**config.mk**
```make
export PLATFORM = sky130hd
export DESIGN_NAME = alert_resp_unit
export DESIGN_NICKNAME = d
export VERILOG_FILES = /design/src/rtl/ara_pkg.sv /design/src/rtl/ara_bus_cond.sv /design/src/rtl/ara_addr_match.sv /design/src/rtl/ara_tx_arb.sv /design/src/rtl/ara_ctrl.sv /design/src/rtl/alert_resp_unit.sv
export SDC_FILE = /design/constraint.sdc
export NUM_CORES = 1
export LEC_CHECK = 0
export ABC_AREA = 0
export BUFFER_PORTS_ARGS = -buffer_cell sky130_fd_sc_hd__buf_4
export CORE_MARGIN = 2
export CORE_UTILIZATION = 62
export CTS_CLUSTER_DIAMETER = 30
export DETAILED_ROUTE_END_ITERATION = 10
export PLACE_DENSITY_LB_ADDON = 0.08
export SYNTH_ARGS = -nofsm -noshare
export SYNTH_HDL_FRONTEND = slang
export SYNTH_SLANG_ARGS = --single-unit
export TNS_END_PERCENT = 20
```
**constraint.sdc**
```tcl
create_clock -name clk -period 2 [get_ports clk]
set_input_delay 0.1 -clock clk [delete_from_list [all_inputs] [get_ports clk]]
set_output_delay 0.1 -clock clk [all_outputs]
set_load 0.1 [all_outputs]
```
**src/rtl/ara_pkg.sv**
```systemverilog
package ara_pkg;
  localparam int unsigned ADDR_W_DEF = 7;
  localparam logic [ADDR_W_DEF-1:0] ARA_ADDR_DEF = 7'h0C;

  typedef enum logic [2:0] {
    ST_IDLE,
    ST_ADDR,
    ST_ACK,
    ST_SEND,
    ST_MACK,
    ST_DONE
  } resp_state_e;
endpackage

```
**src/rtl/ara_bus_cond.sv**
```systemverilog
module ara_bus_cond (
  input  logic clk,
  input  logic rst_n,
  input  logic scl_i,
  input  logic sda_i,
  output logic start_o,
  output logic stop_o,
  output logic rise_o,
  output logic fall_o
);
  logic scl_q, sda_q;
  logic scl_d, sda_d;

  always_comb begin
    scl_d = scl_i;
    sda_d = sda_i;
  end

  always_ff @(posedge clk or negedge rst_n) begin
    if (!rst_n) begin
      scl_q <= 1'b1;
      sda_q <= 1'b1;
    end else begin
      scl_q <= scl_d;
      sda_q <= sda_d;
    end
  end

  always_comb begin
    start_o = scl_q && scl_i && sda_q && !sda_i;
    stop_o  = scl_q && scl_i && !sda_q && sda_i;
    rise_o  = !scl_q && scl_i;
    fall_o  = scl_q && !scl_i;
  end
endmodule

```
**src/rtl/ara_addr_match.sv**
```systemverilog
module ara_addr_match #(
  parameter int unsigned ADDR_W = 7,
  parameter logic [ADDR_W-1:0] ARA_ADDR = 7'h0C
) (
  input  logic clk,
  input  logic rst_n,
  input  logic clr_i,
  input  logic shift_en_i,
  input  logic sda_i,
  output logic hit_o
);
  logic [ADDR_W-1:0] sh_q, sh_d;

  always_comb begin
    sh_d = sh_q;
    if (clr_i) begin
      sh_d = '0;
    end else if (shift_en_i) begin
      sh_d = {sh_q[ADDR_W-2:0], sda_i};
    end
  end

  always_ff @(posedge clk or negedge rst_n) begin
    if (!rst_n) begin
      sh_q <= '0;
    end else begin
      sh_q <= sh_d;
    end
  end

  // Byte is complete on the eighth rising edge: seven held bits plus the live R/W bit.
  always_comb begin
    hit_o = ({sh_q, sda_i} == {ARA_ADDR, 1'b1});
  end
endmodule

```
**src/rtl/ara_tx_arb.sv**
```systemverilog
module ara_tx_arb #(
  parameter int unsigned ADDR_W = 7,
  localparam int unsigned BYTE_W = ADDR_W + 1,
  localparam int unsigned CNT_W = $clog2(BYTE_W)
) (
  input  logic              clk,
  input  logic              rst_n,
  input  logic              load_i,
  input  logic [ADDR_W-1:0] own_addr_i,
  input  logic [CNT_W-1:0]  idx_i,
  input  logic              rise_i,
  input  logic              pulling_i,
  input  logic              sda_i,
  output logic              bit_o,
  output logic              lost_now_o
);
  logic [BYTE_W-1:0] tx_q, tx_d;

  always_comb begin
    tx_d = tx_q;
    if (load_i) begin
      tx_d = {own_addr_i, 1'b1};
    end
  end

  always_ff @(posedge clk or negedge rst_n) begin
    if (!rst_n) begin
      tx_q <= '1;
    end else begin
      tx_q <= tx_d;
    end
  end

  // MSB-first bit selection.
  always_comb begin
    bit_o = 1'b1;
    for (int i = 0; i < BYTE_W; i++) begin
      if (idx_i == CNT_W'(i)) begin
        bit_o = tx_q[BYTE_W-1-i];
      end
    end
  end

  // Released line seen low at the sampling edge means another responder won.
  always_comb begin
    lost_now_o = rise_i && !pulling_i && !sda_i;
  end
endmodule

```
**src/rtl/ara_ctrl.sv**
```systemverilog
module ara_ctrl
  import ara_pkg::*;
#(
  parameter int unsigned ADDR_W = 7,
  localparam int unsigned BYTE_W = ADDR_W + 1,
  localparam int unsigned CNT_W = $clog2(BYTE_W),
  localparam logic [CNT_W-1:0] LAST_IDX = CNT_W'(BYTE_W - 1)
) (
  input  logic             clk,
  input  logic             rst_n,
  input  logic             start_i,
  input  logic             stop_i,
  input  logic             rise_i,
  input  logic             fall_i,
  input  logic             hit_i,
  input  logic             pend_i,
  input  logic             tx_bit_i,
  input  logic             lost_now_i,
  output logic [CNT_W-1:0] idx_o,
  output logic             shift_en_o,
  output logic             shift_clr_o,
  output logic             load_o,
  output logic             pull_o,
  output logic             ack_o,
  output logic             lost_o
);
  resp_state_e      st_q, st_d;
  logic [CNT_W-1:0] cnt_q, cnt_d;
  logic             pull_q, pull_d;
  logic             lost_q, lost_d;
  logic             ack_q, ack_d;

  always_comb begin
    st_d        = st_q;
    cnt_d       = cnt_q;
    pull_d      = pull_q;
    lost_d      = lost_q;
    ack_d       = 1'b0;
    shift_en_o  = 1'b0;
    shift_clr_o = 1'b0;
    load_o      = 1'b0;

    if (stop_i) begin
      st_d   = ST_IDLE;
      pull_d = 1'b0;
      cnt_d  = '0;
    end else if (start_i) begin
      st_d        = ST_ADDR;
      cnt_d       = '0;
      pull_d      = 1'b0;
      lost_d      = 1'b0;
      shift_clr_o = 1'b1;
    end else begin
      unique case (st_q)
        ST_IDLE: begin
          pull_d = 1'b0;
        end
        ST_ADDR: begin
          if (rise_i) begin
            shift_en_o = 1'b1;
            if (cnt_q == LAST_IDX) begin
              cnt_d = '0;
              if (hit_i && pend_i) begin
                st_d   = ST_ACK;
                load_o = 1'b1;
              end else begin
                st_d = ST_DONE;
              end
            end else begin
              cnt_d = cnt_q + 1'b1;
            end
          end
        end
        ST_ACK: begin
          if (fall_i) begin
            if (!pull_q) begin
              pull_d = 1'b1;
            end else begin
              st_d   = ST_SEND;
              pull_d = !tx_bit_i;
            end
          end
        end
        ST_SEND: begin
          if (lost_now_i) begin
            lost_d = 1'b1;
            pull_d = 1'b0;
            st_d   = ST_DONE;
          end else if (rise_i) begin
            if (cnt_q == LAST_IDX) begin
              cnt_d = '0;
              st_d  = ST_MACK;
            end else begin
              cnt_d = cnt_q + 1'b1;
            end
          end else if (fall_i) begin
            pull_d = !tx_bit_i;
          end
        end
        ST_MACK: begin
          if (fall_i) begin
            pull_d = 1'b0;
          end
          if (rise_i) begin
            ack_d  = 1'b1;
            pull_d = 1'b0;
            st_d   = ST_DONE;
          end
        end
        ST_DONE: begin
          pull_d = 1'b0;
        end
        default: begin
          st_d   = ST_IDLE;
          pull_d = 1'b0;
        end
      endcase
    end
  end

  always_ff @(posedge clk or negedge rst_n) begin
    if (!rst_n) begin
      st_q   <= ST_IDLE;
      cnt_q  <= '0;
      pull_q <= 1'b0;
      lost_q <= 1'b0;
      ack_q  <= 1'b0;
    end else begin
      st_q   <= st_d;
      cnt_q  <= cnt_d;
      pull_q <= pull_d;
      lost_q <= lost_d;
      ack_q  <= ack_d;
    end
  end

  always_comb begin
    idx_o  = cnt_q;
    pull_o = pull_q;
    ack_o  = ack_q;
    lost_o = lost_q;
  end
endmodule

```
**src/rtl/alert_resp_unit.sv**
```systemverilog
module alert_resp_unit
  import ara_pkg::*;
#(
  parameter int unsigned ADDR_W = ADDR_W_DEF,
  parameter logic [ADDR_W-1:0] ARA_ADDR = ARA_ADDR_DEF,
  localparam int unsigned BYTE_W = ADDR_W + 1,
  localparam int unsigned CNT_W = $clog2(BYTE_W)
) (
  input  logic              clk,
  input  logic              rst_n,
  input  logic              scl_i,
  input  logic              sda_i,
  input  logic [ADDR_W-1:0] own_addr_i,
  input  logic              alert_pend_i,
  output logic              sda_pull_o,
  output logic              alert_ack_o,
  output logic              arb_lost_o
);
  logic rst_s1_q, rst_s2_q;
  logic rst_sync_n;

  always_ff @(posedge clk or negedge rst_n) begin
    if (!rst_n) begin
      rst_s1_q <= 1'b0;
      rst_s2_q <= 1'b0;
    end else begin
      rst_s1_q <= 1'b1;
      rst_s2_q <= rst_s1_q;
    end
  end

  always_comb rst_sync_n = rst_s2_q;

  logic start_w, stop_w, rise_w, fall_w;
  logic hit_w, shift_en_w, shift_clr_w, load_w;
  logic tx_bit_w, lost_now_w;
  logic [CNT_W-1:0] idx_w;

  ara_bus_cond u_cond (
    .clk     (clk),
    .rst_n   (rst_sync_n),
    .scl_i   (scl_i),
    .sda_i   (sda_i),
    .start_o (start_w),
    .stop_o  (stop_w),
    .rise_o  (rise_w),
    .fall_o  (fall_w)
  );

  ara_addr_match #(.ADDR_W(ADDR_W), .ARA_ADDR(ARA_ADDR)) u_match (
    .clk        (clk),
    .rst_n      (rst_sync_n),
    .clr_i      (shift_clr_w),
    .shift_en_i (shift_en_w),
    .sda_i      (sda_i),
    .hit_o      (hit_w)
  );

  ara_tx_arb #(.ADDR_W(ADDR_W)) u_tx (
    .clk        (clk),
    .rst_n      (rst_sync_n),
    .load_i     (load_w),
    .own_addr_i (own_addr_i),
    .idx_i      (idx_w),
    .rise_i     (rise_w),
    .pulling_i  (sda_pull_o),
    .sda_i      (sda_i),
    .bit_o      (tx_bit_w),
    .lost_now_o (lost_now_w)
  );

  ara_ctrl #(.ADDR_W(ADDR_W)) u_ctrl (
    .clk         (clk),
    .rst_n       (rst_sync_n),
    .start_i     (start_w),
    .stop_i      (stop_w),
    .rise_i      (rise_w),
    .fall_i      (fall_w),
    .hit_i       (hit_w),
    .pend_i      (alert_pend_i),
    .tx_bit_i    (tx_bit_w),
    .lost_now_i  (lost_now_w),
    .idx_o       (idx_w),
    .shift_en_o  (shift_en_w),
    .shift_clr_o (shift_clr_w),
    .load_o      (load_w),
    .pull_o      (sda_pull_o),
    .ack_o       (alert_ack_o),
    .lost_o      (arb_lost_o)
  );
endmodule

```
==> impl_metrics.toml <==
[place]
gp_congestion = 0.908
post-place-ws_ps = 48.6
dp_hpwl_um = 2270
place_inst = 183
portBuffers = 14

[sta]
period_minus_slack_ps = 1970
worstMarginPinSlew_ps = 812
setup_viol = 0
tns_ps = 0
rsz0062_at_grt = "true"
setup_ws_ps = 29.1
finalCritPeriodShare = 0.985
skew_ps = 5.08
hold_viol = 0
maxSlewHeadroom = 0.459
fmax_ghz = 0.507
drv_slew = 0

[pwr]
vdd_ir_drop_max_uv = 709
p_per_area_nw_per_um2 = 820
total_power_uw = 1470
power.static_leakage_uw = 0.000743

[yosys]
syn_avg_cell_area_um2 = 10.6
dominantRegCellSynth = "dfrtp_1"
synth_area_um2 = 1490
ys_types = 44
synth_nets = 158
yosysWarnings = 0
synth-seq-area-share = 0.461
synthCells = 140
synth-seq-cells = 27
synth_edf_count = 0
ys_async_sr_fraction = 1.00

[run]
cap_viol_max_count = 0

[final_layout]
final_util = 0.803
multiInputGateArea_um2 = 751
fill_cells = 136
num_antenna_cells = 0
regArea_um2 = 687
synthToLayoutAreaGrowth_pct = 20.4
drive_above_1_share = 0.281
nNetsFinal = 190
instances_no_fill = 199

[global_route]
grtUsageMet1 = 0.351
use_met3 = 0.0395
top_usage_layer = "met2"
grt_max_degree = 21
grt_pass1_vias = 1185
met2_usage = 0.460
antenna_found_initial = 0
grt_usage = 0.277
grt_overflow = 0
grt_pass1_wl_um = 5470

[clock_tree]
clk_pin_slew_ps = 160
clk_latency_ps = 350
h-tree-depth = 1
root_buffer = "clkbuf_4"
tritoncts = "done"
cts.sinks = 27
cts_buffers = 3
clockBufferDepth = 2

[critical_path]
worstSetupPathType = "register to register"
arrival_ps = 2260
cp-start-kind = "register"
cp-end-kind = "register"
worstPathRequired_ps = 2290
r2r_setup_slack_ps = 30
path_max_fanout = 3

[floorplanning]
die-area_um2 = 2810
rows = 17
die_w_um = 53.0
initial_core_util = 0.667
die_h_um = 53.0
pin_count = 15
coreArea_um2 = 2230

[detailed_routing]
ant_nets = 0
drc_errors = 0
vias = 1183
wl_per_cell_um = 16.1
drt-pass1-iter-count = 4
drt_iter0_markers = 13
finalWirelength_um = 3210
drt-vias-per-instance = 5.94

[outcome]
status = "complete, no violations"

[worst_hold_path]
hold_class = "input pin to asynchronous set/reset pin"
## timing repair
action / 4_1_cts / 5_1_grt
hold buffers: 10 / 0
endpoints found under the setup margin: 0 / 8
hold endpoints to repair: 11 / 0
setup buffers: 0 / 2
resized for setup: 0 / 2
## logic make-up after synthesis
logic type | after synthesis | share of synthesized area
and+or+nand+nor | 51 | 0.219
AOI/OAI and AO/OA | 28 | 0.119
DFF | 27 | 0.461
muxes | 14 | 0.0999
buffers and inverters | 12 | 0.0420
adders and majority gates | 6 | 0.0504
other | 1 | 0.00252
xor gates and xnor gates | 1 | 0.00588
## worst max-delay path, cell delays in order, from the launching register on
cell and delay, ps:
dfrtp_1 440, nor4bb_2 300, nand4b_1 150, or4_4 510, or3_1 370, a21oi_1 140
## layout by cell type, fill, tap and decap left out, types with 6 or more instances in the layout
cell type,instances
nor3_1,6
mux2_2,6
o21ai_0,9
buf_4,22
dlygate4sd3_1,10
ha_1,6
mux2i_1,7
inv_1,7
nor2_1,8
dfrtp_1,18
a21oi_1,6
nand2_1,8
dfstp_2,9
nor2b_1,6
## synth_stat cells (all sizes together) (3+ instances only)
cell type / number / share of area
nand2: 9 / 0.024
buf: 4 / 0.022
dfstp: 9 / 0.16
o21ai: 9 / 0.030
nor3b: 3 / 0.015
nand2b: 4 / 0.022
nor3: 7 / 0.031
mux2: 7 / 0.053
nor2b: 6 / 0.025
mux2i: 7 / 0.047
nor4bb: 3 / 0.020
nor2: 8 / 0.020
a21oi: 6 / 0.020
ha: 6 / 0.050
dfrtp: 18 / 0.30
inv: 7 / 0.018
o22ai: 3 / 0.013
## path summary, 6_finish.rpt
kind,start,end,cells past startpoint
max,u_match.sh_q[6]$_DFFE_PN0P_,u_ctrl.st_q[1]$_DFFE_PN0P_,5
min,rst_n,rst_s1_q$_DFF_PN0_,2
max reg2reg,u_match.sh_q[6]$_DFFE_PN0P_,u_ctrl.st_q[1]$_DFFE_PN0P_,5
min reg2reg,rst_s2_q$_DFF_PN0_,u_match.sh_q[2]$_DFFE_PN0P_,0
max in group asynchronous,rst_s2_q$_DFF_PN0_,u_tx.tx_q[2]$_DFFE_PN1P_,1
min in group clk,alert_pend_i,u_ctrl.st_q[1]$_DFFE_PN0P_,5
## final cells by class
| cell class | instances | area share |
|---|---|---|
| multi-input cells | 101 | 0.418 |
| inverters | 7 | 0.0146 |
| repair buffers | 32 | 0.148 |
| well taps | 28 | 0.0195 |
| clock inverters | 1 | 0.00418 |
| flip-flops and latches | 27 | 0.383 |
| clock buffers | 3 | 0.0126 |
## stage by stage
| step | hold slack (ps) | area [um^2] |
|---|---|---|
| after floorplan | -196 | 1490 |
| after global placement | -118 | 1640 |
| after detailed placement | -114 | 1640 |
| after CTS | 45.1 | 1770 |
| after global routing | 75.4 | 1790 |
| final | 69.9 | 1790 |
## routing by layer
metal | vias to the layer above | part of all wire
met5 | - | 0
met4 | 0 | 0.036
met3 | 11 | 0.030
met2 | 27 | 0.51
met1 | 570 | 0.42
li1 | 575 | -
## power breakdown
group,total (uW),switching [uW],internal (uW)
Combinational,446,237,209
Sequential,761,129,632
Clock,265,188,77.1
## sequential cells by signal (all words and copies together) (netlist names)
| register | flops |
|---|---|
| u_match.sh_q | 7 |
| u_tx.tx_q | 7 |
| u_ctrl.idx_o | 3 |
| u_ctrl.st_q | 3 |
| rst_s1_q | 1 |
| rst_s2_q | 1 |
| u_cond.scl_q | 1 |
| u_cond.sda_q | 1 |
| u_ctrl.ack_o | 1 |
| u_ctrl.lost_o | 1 |
| u_ctrl.pull_o | 1 |
(Power assumes the default switching activity.)
